<file path="config.mk">
export PLATFORM = sky130hd
export DESIGN_NAME = defl_router
export DESIGN_NICKNAME = d
export VERILOG_FILES = /design/src/rtl/defl_pkg.sv /design/src/rtl/defl_route.sv /design/src/rtl/defl_rank.sv /design/src/rtl/defl_alloc.sv /design/src/rtl/defl_router.sv
export SDC_FILE = /design/constraint.sdc
export NUM_CORES = 1
export LEC_CHECK = 0
export BUFFER_PORTS_ARGS = -buffer_cell sky130_fd_sc_hd__buf_2
export CAP_MARGIN = 30
export CELL_PAD_IN_SITES_DETAIL_PLACEMENT = 1
export CELL_PAD_IN_SITES_GLOBAL_PLACEMENT = 1
export CORE_UTILIZATION = 41
export DETAILED_ROUTE_END_ITERATION = 16
export PLACE_DENSITY = 0.83
export SYNTH_ARGS = -nofsm -noshare
export SYNTH_HDL_FRONTEND = slang
export SYNTH_HIERARCHICAL = 1
export SYNTH_SLANG_ARGS = --single-unit
</file>
<file path="constraint.sdc">
create_clock -name clk -period 6 [get_ports clk]
set_input_delay 0.3 -clock clk [delete_from_list [all_inputs] [get_ports clk]]
set_output_delay 0.3 -clock clk [all_outputs]
set_load 0.05 [all_outputs]
</file>
<file path="src/rtl/defl_pkg.sv">
package defl_pkg;
  localparam int NLINK = 4;
  localparam int NSLOT = NLINK + 1;
  localparam int PW    = 3;
  typedef enum logic [PW-1:0] {
    P_N = 3'd0, P_E = 3'd1, P_S = 3'd2, P_W = 3'd3, P_L = 3'd4
  } port_e;
endpackage

</file>
<file path="src/rtl/defl_route.sv">
module defl_route
  import defl_pkg::*;
#(
  parameter int XW = 3,
  parameter int YW = 3
) (
  input  logic [XW-1:0] my_x,
  input  logic [YW-1:0] my_y,
  input  logic [XW-1:0] dst_x,
  input  logic [YW-1:0] dst_y,
  output port_e         dir
);
  always_comb begin
    if (dst_x > my_x)      dir = P_E;
    else if (dst_x < my_x) dir = P_W;
    else if (dst_y > my_y) dir = P_N;
    else if (dst_y < my_y) dir = P_S;
    else                   dir = P_L;
  end
endmodule

</file>
<file path="src/rtl/defl_rank.sv">
module defl_rank
  import defl_pkg::*;
#(
  parameter int XW = 3,
  parameter int YW = 3,
  parameter int AW = 4,
  parameter int DW = 8
) (
  input  logic          clk,
  input  logic          rst,
  input  logic [XW-1:0] my_x,
  input  logic [YW-1:0] my_y,
  input  logic          v_i    [NSLOT],
  input  logic [XW-1:0] x_i    [NSLOT],
  input  logic [YW-1:0] y_i    [NSLOT],
  input  logic [AW-1:0] age_i  [NSLOT],
  input  logic [DW-1:0] data_i [NSLOT],
  output logic          s_v    [NSLOT],
  output port_e         s_dir  [NSLOT],
  output logic [XW-1:0] s_x    [NSLOT],
  output logic [YW-1:0] s_y    [NSLOT],
  output logic [AW-1:0] s_age  [NSLOT],
  output logic [DW-1:0] s_data [NSLOT],
  output logic          s_loc  [NSLOT]
);
  port_e         dir  [NSLOT];
  logic [PW-1:0] pos  [NSLOT];
  logic          sel  [NSLOT][NSLOT];

  for (genvar g = 0; g < NSLOT; g++) begin : g_rc
    defl_route #(.XW(XW), .YW(YW)) route_i (
      .my_x(my_x), .my_y(my_y), .dst_x(x_i[g]), .dst_y(y_i[g]), .dir(dir[g])
    );
  end

  function automatic logic beats(input logic vj, input logic vi,
                                 input logic [AW-1:0] aj, input logic [AW-1:0] ai,
                                 input int j, input int i);
    if (vj != vi) return vj;
    if (aj != ai) return aj > ai;
    return j < i;
  endfunction

  // position of each slot in the age order: number of slots ahead of it
  always_comb begin
    for (int i = 0; i < NSLOT; i++) begin
      pos[i] = '0;
      for (int j = 0; j < NSLOT; j++)
        if (j != i && beats(v_i[j], v_i[i], age_i[j], age_i[i], j, i))
          pos[i] = pos[i] + 1'b1;
      for (int r = 0; r < NSLOT; r++)
        sel[r][i] = (pos[i] == PW'(r));
    end
  end

  always_ff @(posedge clk) begin
    if (rst) begin
      for (int r = 0; r < NSLOT; r++) begin
        s_v[r] <= 1'b0; s_dir[r] <= P_N; s_x[r] <= '0; s_y[r] <= '0;
        s_age[r] <= '0; s_data[r] <= '0; s_loc[r] <= 1'b0;
      end
    end else begin
      for (int r = 0; r < NSLOT; r++)
        for (int i = 0; i < NSLOT; i++)
          if (sel[r][i]) begin
            s_v[r]    <= v_i[i];
            s_dir[r]  <= dir[i];
            s_x[r]    <= x_i[i];
            s_y[r]    <= y_i[i];
            s_age[r]  <= age_i[i];
            s_data[r] <= data_i[i];
            s_loc[r]  <= (i == NLINK);
          end
    end
  end

  // the sorted list never has a valid entry behind an invalid one
  sorted_valid_chk: assert property (@(posedge clk) disable iff (rst)
    (!s_v[1] || s_v[0]) && (!s_v[2] || s_v[1]) && (!s_v[3] || s_v[2]) && (!s_v[4] || s_v[3]));
endmodule

</file>
<file path="src/rtl/defl_alloc.sv">
module defl_alloc
  import defl_pkg::*;
(
  input  logic  clk,
  input  logic  rst,
  input  logic  s_v    [NSLOT],
  input  port_e s_dir  [NSLOT],
  output logic  g_ok   [NSLOT],
  output port_e g_port [NSLOT]
);
  logic [NSLOT-1:0] busy;

  always_comb begin
    busy = '0;
    for (int r = 0; r < NSLOT; r++) begin
      g_ok[r]   = 1'b0;
      g_port[r] = P_N;
      if (s_v[r]) begin
        if (!busy[s_dir[r]]) begin
          g_ok[r]   = 1'b1;
          g_port[r] = s_dir[r];
        end else begin
          for (int l = NLINK - 1; l >= 0; l--)
            if (!busy[l]) begin
              g_ok[r]   = 1'b1;
              g_port[r] = port_e'(PW'(l));
            end
        end
        if (g_ok[r]) busy[g_port[r]] = 1'b1;
      end
    end
  end


  oldest_gets_wanted_chk: assert property (@(posedge clk) disable iff (rst)
    s_v[0] |-> (g_ok[0] && g_port[0] == s_dir[0]));

  second_never_lost_chk: assert property (@(posedge clk) disable iff (rst)
    s_v[1] |-> (g_ok[1] && g_port[1] != g_port[0]));
endmodule

</file>
<file path="src/rtl/defl_router.sv">
module defl_router
  import defl_pkg::*;
#(
  parameter int XW = 3,
  parameter int YW = 3,
  parameter int AW = 4,
  parameter int DW = 8
) (
  input  logic                clk,
  input  logic                rst,
  input  logic [XW-1:0]       my_x,
  input  logic [YW-1:0]       my_y,
  input  logic [NLINK-1:0]    in_valid,
  input  logic [NLINK*XW-1:0] in_x,
  input  logic [NLINK*YW-1:0] in_y,
  input  logic [NLINK*AW-1:0] in_age,
  input  logic [NLINK*DW-1:0] in_data,
  input  logic                inj_valid,
  input  logic [XW-1:0]       inj_x,
  input  logic [YW-1:0]       inj_y,
  input  logic [DW-1:0]       inj_data,
  output logic [NSLOT-1:0]    out_valid,
  output logic [NSLOT*XW-1:0] out_x,
  output logic [NSLOT*YW-1:0] out_y,
  output logic [NSLOT*AW-1:0] out_age,
  output logic [NSLOT*DW-1:0] out_data,
  output logic                inj_taken
);
  localparam logic [AW-1:0] AGE_MAX = {AW{1'b1}};

  logic          v_i [NSLOT];
  logic [XW-1:0] x_i [NSLOT];
  logic [YW-1:0] y_i [NSLOT];
  logic [AW-1:0] a_i [NSLOT];
  logic [DW-1:0] d_i [NSLOT];

  logic          s_v [NSLOT];
  port_e         s_dir [NSLOT];
  logic [XW-1:0] s_x [NSLOT];
  logic [YW-1:0] s_y [NSLOT];
  logic [AW-1:0] s_age [NSLOT];
  logic [DW-1:0] s_data [NSLOT];
  logic          s_loc [NSLOT];
  logic          g_ok [NSLOT];
  port_e         g_port [NSLOT];

  logic [XW-1:0] o_x [NSLOT];
  logic [YW-1:0] o_y [NSLOT];
  logic [AW-1:0] o_a [NSLOT];
  logic [DW-1:0] o_d [NSLOT];

  for (genvar g = 0; g < NLINK; g++) begin : g_in
    assign v_i[g] = in_valid[g];
    assign x_i[g] = in_x[g*XW +: XW];
    assign y_i[g] = in_y[g*YW +: YW];
    assign a_i[g] = in_age[g*AW +: AW];
    assign d_i[g] = in_data[g*DW +: DW];
  end
  assign v_i[NLINK] = inj_valid;
  assign x_i[NLINK] = inj_x;
  assign y_i[NLINK] = inj_y;
  assign a_i[NLINK] = '0;
  assign d_i[NLINK] = inj_data;

  defl_rank #(.XW(XW), .YW(YW), .AW(AW), .DW(DW)) rank_i (
    .clk(clk), .rst(rst), .my_x(my_x), .my_y(my_y),
    .v_i(v_i), .x_i(x_i), .y_i(y_i), .age_i(a_i), .data_i(d_i),
    .s_v(s_v), .s_dir(s_dir), .s_x(s_x), .s_y(s_y), .s_age(s_age),
    .s_data(s_data), .s_loc(s_loc)
  );

  defl_alloc alloc_i (
    .clk(clk), .rst(rst), .s_v(s_v), .s_dir(s_dir), .g_ok(g_ok), .g_port(g_port)
  );

  always_ff @(posedge clk) begin
    if (rst) begin
      out_valid <= '0;
      inj_taken <= 1'b0;
      for (int p = 0; p < NSLOT; p++) begin
        o_x[p] <= '0; o_y[p] <= '0; o_a[p] <= '0; o_d[p] <= '0;
      end
    end else begin
      out_valid <= '0;
      inj_taken <= 1'b0;
      for (int r = 0; r < NSLOT; r++)
        if (g_ok[r]) begin
          out_valid[g_port[r]] <= 1'b1;
          o_x[g_port[r]] <= s_x[r];
          o_y[g_port[r]] <= s_y[r];
          o_a[g_port[r]] <= (s_age[r] == AGE_MAX) ? s_age[r] : s_age[r] + 1'b1;
          o_d[g_port[r]] <= s_data[r];
          if (s_loc[r]) inj_taken <= 1'b1;
        end
    end
  end

  for (genvar g = 0; g < NSLOT; g++) begin : g_out
    assign out_x[g*XW +: XW]    = o_x[g];
    assign out_y[g*YW +: YW]    = o_y[g];
    assign out_age[g*AW +: AW]  = o_a[g];
    assign out_data[g*DW +: DW] = o_d[g];
  end

  // checker-side views of the stage boundary
  int               thru_cnt;
  logic             loc_present;
  logic [NSLOT-1:0] age_zero;
  always_comb begin
    thru_cnt    = 0;
    loc_present = 1'b0;
    for (int r = 0; r < NSLOT; r++) begin
      if (s_v[r] && !s_loc[r]) thru_cnt++;
      if (s_v[r] && s_loc[r]) loc_present = 1'b1;
      age_zero[r] = (o_a[r] == '0);
    end
  end


  flit_conserved_chk: assert property (@(posedge clk) disable iff (rst)
    $countones(out_valid) == $past(thru_cnt) + int'(inj_taken));

  eject_at_home_chk: assert property (@(posedge clk) disable iff (rst)
    out_valid[P_L] |-> (o_x[P_L] == $past(my_x) && o_y[P_L] == $past(my_y)));

  inject_had_flit_chk: assert property (@(posedge clk) disable iff (rst)
    inj_taken |-> $past(loc_present));

  age_advanced_chk: assert property (@(posedge clk) disable iff (rst)
    (out_valid & age_zero) == '0);

  reset_clears_chk: assert property (@(posedge clk)
    $past(rst) |-> (out_valid == '0 && !inj_taken));
endmodule

</file>
==> results.toml <==
[place]
gp_congestion = 0.977
io_buffer_count = 194
dp_cells = 3024
post-place-ws_ps = -21.3
placed_cell_area_sq_mm = 0.0209
dp_hpwl_mm = 66.8

[route]
drtIter0Drc = 3110
drc_errors = 0
drt_pass1_iterations = 6
num_vias = 22155
ant_nets = 0
via_per_inst = 7.21
routed_wl_mm = 89.0
wl_per_cell_microns = 28.9

[critical_path]
cp-start-kind = "flop"
path_cells = "xor2_1 -> o31a_1 -> or4_4 -> o31ai_4 -> o21ai_1 -> a211o_1 -> and3b_1 -> or4_4 -> a2111oi_4 -> nor4_2 -> o41a_1 -> and3b_1 -> nor2b_1 -> a311oi_1 -> o21ai_1 -> or3_1 -> buf_4"
worstSetupPathType = "reg -> reg"
required_ps = 6260
endpoint_kind = "flop"
cp_top_family = "compound AO/OA/AOI/OAI gates"
regToRegEndpoint = "o_x[1][2]"
critPathBufInv = 1
max_stage_delay_ps = 590
arrival_ps = 6090
crit_cells = 17
path_max_fanout = 18
r2r_setup_slack_ps = 170
crit_slowest_cell = "or4_4"
r2r_start = "rank_i/s_dir[12]"
rr_worst_depth = 17

[run]
drv_cap = 0

[floorplanning]
io_pins = 195
die_y_microns = 218
core_area_sq_mm = 0.0457
dieArea_sq_mm = 0.0475
dieWidth_microns = 218
rows = 78
start_util_pct = 41.8

[sta]
finalHoldViolCount = 0
period_minus_slack_ps = 5830
fin_crit_sh_pct = 97.1
worst_slack_ps = 173
setup_tns_ps = 0
drv_slew = 0
setup-violations-final = 0
skew_ps = 34.6
worst_pin_slew_ps = 1080
slew_headroom_pct = 27.4
fmax_mhz = 172

[power_and_ir_drop]
p_comb_share_pct = 56.2
p_clk_share_pct = 15.0
seq_power_share_pct = 28.8
power_switching_w = 0.00538
p_per_area_mw_per_mm2 = 463
ir_drop_mv = 0.312
p_leak_nw = 8.16
switching_share_pct = 53.4
p_int_w = 0.00470

[finish]
mostFrequentLayoutCells = "buf_2, nand2_1, nor2_1, nand3_1, o21ai_0"
final_area_sq_mm = 0.0218
syn2layout_area_growth_pct = 13.9
drive_above_1_share_pct = 18.3
final_common_cell = "buf_2"
final_cells = 3074
final_nets = 2644

[synth]
yosys_warnings = 6
synth_top_area_share_pct = 14.1
synth-edff-count = 90
syn-instance-count = 2330
yosys.area.top_type = "edfxtp_1"
ys_ff_latch = 211
avgSynthCellArea_sq_um = 8.20
synth_area_sq_mm = 0.0191
ys_seq_area_share_pct = 26.8
ys_types = 104
synthArstFlopShare_pct = 0
synth_area_leaders = "edfxtp_1, dfxtp_1, ha_1, o221ai_1, nand3_1"
synth_flop_cell = "dfxtp_1"

[grt]
grt_max_degree = 56
antenna_found_initial = 4
grt_pass1_vias = 21227
grt_usage_pct = 36.2
grt_overflow_total = 0
grt_pass1_wl_mm = 134

[min_path]
holdPathEnd = "rank_i/s_data[3]"
min_path_cells = 3
min-delay-start = "inj_data[3]"
hold_path.class = "in -> reg"

[cts]
cts-root-buf = "clkbuf_16"
clk_pin_slew_worst_paths_ps = 60
cts_tree = "built"
cts_hold_buf = 0
cts_buffers = 23
clockBufferDepth = 3
clock_sinks = 211
cts-htree-levels = 1
clock_latency_ps = 560

[run_status]
outcome = "completed"
-- cells by family (layout without fill, tap and decap cells) --
logic type	count (synthesis)	in the layout	share of synthesized area, %
mux	69	69	3.91
other cells	1	23	0.0196
fa+ha+maj	97	97	6.29
buf+inv	300	422	6.48
flops	211	211	26.8
compound gates	868	868	34.2
xor+xnor	20	20	0.995
simple gates	764	764	21.3
-- sequential cells by signal, indices dropped and copies added, names as in the netlist --
name           flops
o_d               40
rank_i/s_data     40
o_a               20
rank_i/s_age      20
o_x               15
o_y               15
rank_i/s_dir      15
rank_i/s_x        15
rank_i/s_y        15
out_valid          5
rank_i/s_loc       5
rank_i/s_v         5
inj_taken          1
-- synth_stat cells, types with 13 or more instances --
cell type and number:
a211oi_1 30, a21o_1 18, a21oi_1 73, a221o_1 15, a221oi_1 73, a222oi_1 23
a2bb2oi_1 22, a311oi_1 27, a31oi_1 66, and2_1 21, buf_2 44, clkbuf_1 159
dfxtp_1 121, edfxtp_1 90, ha_1 92, inv_1 79, mux2_2 45, mux2i_1 24
nand2_1 160, nand2b_1 20, nand3_1 134, nand3b_1 49, nand4_1 44, nor2_1 135
nor2b_1 36, nor3_1 67, nor4_1 13, o21a_1 18, o21ai_0 124, o221ai_1 91
o22ai_1 85, o2bb2ai_1 22, o31ai_1 60, o41ai_1 22, or3_1 13
-- power groups by stage --
stage / Sequential (W) / Combinational [W] / Clock (W)
after floorplan: 0.00282 / 0.00328 / 0
final: 0.00290 / 0.00566 / 0.00152
after detailed placement: 0.00284 / 0.00536 / 0
after global placement: 0.00280 / 0.00523 / 0
after CTS: 0.00281 / 0.00541 / 0.00152
after global routing: 0.00292 / 0.00590 / 0.00157
-- worst min-delay path: cells and delay by family --
kind	cells	cell delay, ps
compound gates	1	70
simple gates	1	110
buf+inv	1	130
-- what timing repair did --
action,CTS,global route
endpoints found under the setup margin,29,139
setup buffers,0,3
cloned,0,0
gates resized for setup,3,16
pin swaps,1,2
-- through the flow --
step	power (W)	util [%]	hold WS (ps)
2_1_floorplan	0.00610	-	427
3_3_place_gp	0.00803	45.6	466
3_5_place_dp	0.00820	45.7	474
4_1_cts	0.00974	47.4	78.0
5_1_grt	0.0104	47.6	93.6
6_report	0.0101	47.6	87.6
-- routing by layer --
layer	vias to the layer above	part of all wire, %	routed length [microns]	global-route usage [%]
li1	9542	-	-	-
met1	10887	41	36800	50.3
met2	1524	45	39800	57.4
met3	202	11	9990	6.16
met4	0	2.7	2380	9.51
met5	-	0	0	0
-- worst max-delay path by stage --
stage                                 from        end  slack (ps)
after floorplan            rank_i/s_dir[9]  o_a[4][0]         430
after global placement    rank_i/s_dir[12]  o_d[1][1]         150
after detailed placement  rank_i/s_dir[12]  o_d[1][6]         -20
after CTS                 rank_i/s_dir[12]  o_x[1][2]          80
after global routing      rank_i/s_dir[14]  o_a[4][3]         -70
final                     rank_i/s_dir[12]  o_x[1][2]         170
-- final cells by class --
class	count	area, sq um
antenna	4	10.0
clock buffer	28	637
clock inverter	14	153
fill	5465	23900
inverter	85	319
multi-input combinational	1837	12900
sequential	211	5130
tap	600	751
timing repair buffer	295	1810
Power figures use the tool's default switching activity.
